File: src/rtl/ltmr_pkg.sv
package ltmr_pkg;
  localparam int unsigned STEP_SHIFT = 9;
  localparam logic [2:0] IDX_LIMIT      = 3'd0;
  localparam logic [2:0] IDX_COUNT      = 3'd1;
  localparam logic [2:0] IDX_LIMIT_KEEP = 3'd2;

  function automatic logic [2:0] word_idx(input logic [4:0] a);
    return a[4:2];
  endfunction

  function automatic logic idx_mapped(input logic [2:0] i);
    return (i == IDX_LIMIT) || (i == IDX_COUNT) || (i == IDX_LIMIT_KEEP);
  endfunction
endpackage

File: src/rtl/ltmr_bus_dec.sv
module ltmr_bus_dec
  import ltmr_pkg::*;
(
  input  logic       wr_en,
  input  logic       rd_en,
  input  logic [4:0] addr,
  output logic [2:0] idx,
  output logic       wr_limit,
  output logic       wr_limit_keep,
  output logic       rd_limit,
  output logic       rd_count
);
  always_comb begin
    idx           = word_idx(addr);
    wr_limit      = wr_en && (idx == IDX_LIMIT);
    wr_limit_keep = wr_en && (idx == IDX_LIMIT_KEEP);
    rd_limit      = rd_en && (idx == IDX_LIMIT);
    rd_count      = rd_en && (idx == IDX_COUNT);
  end
endmodule

File: src/rtl/ltmr_count_core.sv
module ltmr_count_core #(
  parameter int unsigned PB = 22
) (
  input  logic          clk,
  input  logic          rst_n,
  input  logic          tick,
  input  logic          restart,
  input  logic [PB-1:0] limit_q,
  output logic [PB-1:0] count_q,
  output logic          hit,
  output logic          wrap
);
  localparam logic [PB-1:0] TOP = {PB{1'b1}};

  function automatic logic [PB-1:0] step_count(input logic [PB-1:0] c,
                                               input logic          h,
                                               input logic          w);
    if (h || w) return '0;
    return c + 1'b1;
  endfunction

  always_comb begin
    hit  = tick && !restart && (limit_q != '0) && (count_q == limit_q);
    wrap = tick && !restart && !hit && (count_q == TOP);
  end

  always_ff @(posedge clk) begin
    if (!rst_n)       count_q <= '0;
    else if (restart) count_q <= '0;
    else if (tick)    count_q <= step_count(count_q, hit, wrap);
  end
endmodule

File: src/rtl/ltmr_flag.sv
module ltmr_flag (
  input  logic clk,
  input  logic rst_n,
  input  logic set_evt,
  input  logic clr_evt,
  output logic flag_q
);
  always_ff @(posedge clk) begin
    if (!rst_n)       flag_q <= 1'b0;
    else if (set_evt) flag_q <= 1'b1;
    else if (clr_evt) flag_q <= 1'b0;
  end
endmodule

File: src/rtl/limit_timer.sv
module limit_timer
  import ltmr_pkg::*;
#(
  parameter int unsigned PB = 22
) (
  input  logic        clk,
  input  logic        rst_n,
  input  logic        tick,
  input  logic        wr_en,
  input  logic        rd_en,
  input  logic [4:0]  addr,
  input  logic [31:0] wdata,
  output logic [31:0] rdata,
  output logic        irq
);
  localparam int unsigned SH = STEP_SHIFT;

  logic [2:0]    idx;
  logic          wr_limit, wr_limit_keep, rd_limit, rd_count;
  logic [PB-1:0] limit_q, count_q;
  logic          hit, wrap, reach_evt, clr_evt, flag_q;

  ltmr_bus_dec u_dec (
    .wr_en(wr_en), .rd_en(rd_en), .addr(addr), .idx(idx),
    .wr_limit(wr_limit), .wr_limit_keep(wr_limit_keep),
    .rd_limit(rd_limit), .rd_count(rd_count)
  );

  always_ff @(posedge clk) begin
    if (!rst_n) limit_q <= '0;
    else if (wr_limit || wr_limit_keep) limit_q <= wdata[SH +: PB];
  end

  ltmr_count_core #(.PB(PB)) u_core (
    .clk(clk), .rst_n(rst_n), .tick(tick), .restart(wr_limit),
    .limit_q(limit_q), .count_q(count_q), .hit(hit), .wrap(wrap)
  );

  always_comb begin
    reach_evt = hit || (wrap && (limit_q == '0));
    clr_evt   = rd_limit || wr_limit;
  end

  ltmr_flag u_flag (
    .clk(clk), .rst_n(rst_n), .set_evt(reach_evt), .clr_evt(clr_evt),
    .flag_q(flag_q)
  );

  always_comb begin
    rdata = '0;
    if (rd_limit) rdata[SH +: PB] = limit_q;
    if (rd_count) begin
      rdata[SH +: PB] = count_q;
      rdata[31]       = flag_q;
    end
  end

  assign irq = flag_q;
endmodule

File: config.mk
export PLATFORM = sky130hd
export DESIGN_NAME = limit_timer
export DESIGN_NICKNAME = d
export VERILOG_FILES = /design/src/rtl/ltmr_pkg.sv /design/src/rtl/ltmr_bus_dec.sv /design/src/rtl/ltmr_count_core.sv /design/src/rtl/ltmr_flag.sv /design/src/rtl/limit_timer.sv
export SDC_FILE = /design/constraint.sdc
export NUM_CORES = 1
export LEC_CHECK = 0
export BUFFER_PORTS_ARGS = -buffer_cell sky130_fd_sc_hd__buf_2
export CAP_MARGIN = 25
export CORE_MARGIN = 10
export CORE_UTILIZATION = 47
export CTS_CLUSTER_SIZE = 20
export DETAILED_ROUTE_END_ITERATION = 6
export PLACE_DENSITY = 0.83
export SETUP_SLACK_MARGIN = 0.1
export SLEW_MARGIN = 5
export SYNTH_ARGS = -nofsm -noshare
export SYNTH_HDL_FRONTEND = slang
export SYNTH_SLANG_ARGS = --single-unit
File: constraint.sdc
create_clock -name clk -period 1.8 [get_ports clk]
set_clock_uncertainty 0.15 [all_clocks]
set_input_delay 0.09 -clock clk [delete_from_list [all_inputs] [get_ports clk]]
set_output_delay 0.09 -clock clk [all_outputs]
set_load 0.005 [all_outputs]
==> run_results.csv <==
group,metric,value,unit
clocking,h-tree-depth,2,
worst_hold_path,whs_path_depth,4,
floorplan,initial_core_util,48.2,%
yosys,ys_warn_count,0,
pwr,p_per_area,553,mW/mm^2
critical_path,worstRegToRegCells,7,
sta,setup_viol,23,
critical_path,cp-end-kind,"register",
placement,portBuffers,53,
clocking,clk_pin_slew,0.10,ns
sta,fin_setup_tns,-8.60,ns
clocking,cts_buffer_depth,2,
finish,final_nets,494,
critical_path,cp_max_fo,3,
critical_path,r2r-start,"limit_q[15]$_SDFFE_PN0P_",
global_route,track_usage,25.2,%
floorplan,die_h,95.2,microns
sta,relSlewSlack,61.9,%
global_route,antenna_found_initial,2,
finish,drive_gt1_share,50.0,%
placement,dp_cells,472,
clocking,cts_tree,"done",
sta,max_freq,452,MHz
outcome,outcome,"complete, but fails checks",
floorplan,row_count,27,
floorplan,die_width,95.2,microns
yosys,ys.flop_type,"dfxtp_1",
finish,multi_input_area,0.00201,sq mm
pwr,p_total,2.41,mW
sta,fin_ws,-0.413,ns
outcome,violations,"setup timing",
clocking,cts_root_buf,"clkbuf_8",
detailed_routing,drt_iter0_markers,693,
yosys,ys_seq_area_share,33.9,%
global_route,grt_max_degree,24,
critical_path,cpMaxStageDelayCell,"or4_4",
detailed_routing,first_pass_iters,6,
detailed_routing,drcViolationCount,0,
critical_path,cpPeakStageDelay,0.57,ns
pwr,ir_drop,559,uV
detailed_routing,route.vias.total,3511,
yosys,netlist_area,0.00266,sq mm
detailed_routing,ant_nets,0,
floorplan,die-area,0.00906,sq mm
placement,dpl_worst_slack,-0.703,ns
finish,final.fill_count,256,
global_route,grt_pass1_vias,3266,
sta,rsz0062_at_grt,"yes",
run,cap_viol_max_count,0,
detailed_routing,avgRoutedWirePerCell,27.0,microns
sta,worstMarginPinSlew,0.567,ns
clocking,clk_latency,0.32,ns
sta,drv_slew,0,
critical_path,cp_common_cell,"buf_4",
sta,period_needed,2.21,ns
finish,postLayoutCoreUtil,79.0,%
clocking,numCtsBuffers,5,
clocking,clkSinkCount,45,
finish,fin_area,0.00435,sq mm
placement,placed_cell_area,0.00345,sq mm
yosys,ys_ff_latch,45,
critical_path,required,1.84,ns
finish,areaGrowthSynthToFinish,63.8,%
critical_path,crit_type,"reg2reg",
detailed_routing,via_per_inst,6.67,
sta,final_hold_viol_count,0,
yosys,syn_avg_cell_area,8.79,sq um
global_route,grt_pass1_wl,17.7,mm
yosys,synth-edff-count,0,
critical_path,startpoint,"limit_q[15]$_SDFFE_PN0P_",
worst_hold_path,hp-start,"tick",
pwr,leakage,1.93,nW
finish,final_cells,526,
yosys,async_flop_share,0,%
worst_hold_path,hp-class,"in2reg",
global_route,overflow,0,
critical_path,cp.arrival,2.26,ns
finish,register_area,935,sq um
placement,gp_congestion,0.947,
sta,whs,0.117,ns
placement,hpwl,6.60,mm
critical_path,crit_chain,"buf_4, xnor2_2, buf_4, nand4_1, or4_4, nor3_4, nor4_1",
floorplan,ios,75,
critical_path,crit_path_start_kind,"register",
yosys,ys_types,40,
detailed_routing,routed_wl,14.2,mm
sta,fin_crit_sh,123,%
floorplan,core,0.00551,sq mm
yosys,synthCells,302,
synth_stat cells (all sizes together) (2+ instances only):
library cell / n / share of area, %
and2: 2 / 0.52
nand4: 11 / 3.4
and4: 2 / 0.75
clkbuf: 13 / 1.9
nand3: 10 / 1.9
nor4bb: 2 / 0.99
buf: 17 / 5.0
a22o: 22 / 7.3
and3: 5 / 1.2
nor4b: 3 / 0.99
nor4: 13 / 5.3
a21boi: 22 / 6.2
nor2: 5 / 0.71
nor3: 25 / 5.1
dfxtp: 45 / 34
xor2: 22 / 7.3
or4: 2 / 0.71
xnor2: 21 / 6.9
nand2: 51 / 7.2
per-layer routing:
layer  track usage [%]  routed length, microns  up-vias
met1              28.8                    4700     1617
met2              42.2                    6280      420
met3              6.28                    2230      117
li1                  -                       -     1357
met5                 0                       0        -
met4              13.7                    1010        0
kinds of logic (layout without fill, tap and decap cells):
kind of cell,after synthesis,in the layout,synth area share [%]
other cells,1,11,0.141
xor+xnor,43,43,14.2
fa+ha+maj,1,1,0.471
flops,45,45,33.9
mux,1,1,0.377
compound gates,45,45,13.9
simple gates,135,137,30.0
buf+inv,31,171,7.02
layout make-up:
class	instances	share of cell area [%]
multi-input cells	236	46.2
repair buffers	162	28.0
well taps	72	2.07
clock inverters	2	0.316
flip-flops and latches	45	21.5
clock buffers	6	1.67
diodes	2	0.115
inverters	1	0.0863
placed cells by master, fill, tap and decap left out, types with 5 or more instances in the layout:
master / synthesis / layout
dfxtp_1: 45 / 26
conb_1: 1 / 9
clkbuf_8: 0 / 5
and3_1: 5 / 5
nor3_2: 2 / 16
nand3_1: 10 / 9
nor4_4: 4 / 8
nand2_1: 51 / 50
xnor2_1: 21 / 13
xor2_1: 22 / 21
dlygate4sd3_1: 0 / 22
nor3_4: 0 / 5
a22o_1: 21 / 21
xnor2_2: 0 / 6
a21boi_0: 22 / 22
buf_6: 4 / 15
dfxtp_2: 0 / 15
nand4_1: 9 / 9
buf_2: 4 / 53
buf_4: 9 / 70
report_power, final:
group	leakage (nW)	switching, mW	internal [mW]
clock	0.0418	0.406	0.276
combinational	1.51	0.349	0.322
sequential	0.374	0.0332	1.02
final timing paths:
path / to / slack (ns)
max: u_core.count_q[0]$_SDFFE_PP0P_ / -0.41
min: u_core.count_q[0]$_SDFFE_PP0P_ / 0.12
max reg2reg: u_core.count_q[0]$_SDFFE_PP0P_ / -0.41
min reg2reg: limit_q[12]$_SDFFE_PN0P_ / 0.45
flip-flops by register name, summed over array words and instances, names as in the netlist:
register and flops:
limit_q 22, u_flag.flag_q 1, u_core.count_q 22
what timing repair did:
action	4_1_cts	5_1_grt
pin swaps	30	19
gates cloned	2	0
hold buffers	22	0
setup buffers	12	8
endpoints found under the hold margin	22	0
endpoints found under the setup margin	23	23
resized for setup	48	36
critical path: cells and delay by family, from the launching register on:
kind	cells	cell delay, ns
xor gates and xnor gates	1	0.20
buffers and inverters	2	0.29
DFF	1	0.35
and+or+nand+nor	4	1.10
Power figures use the tool's default switching activity.
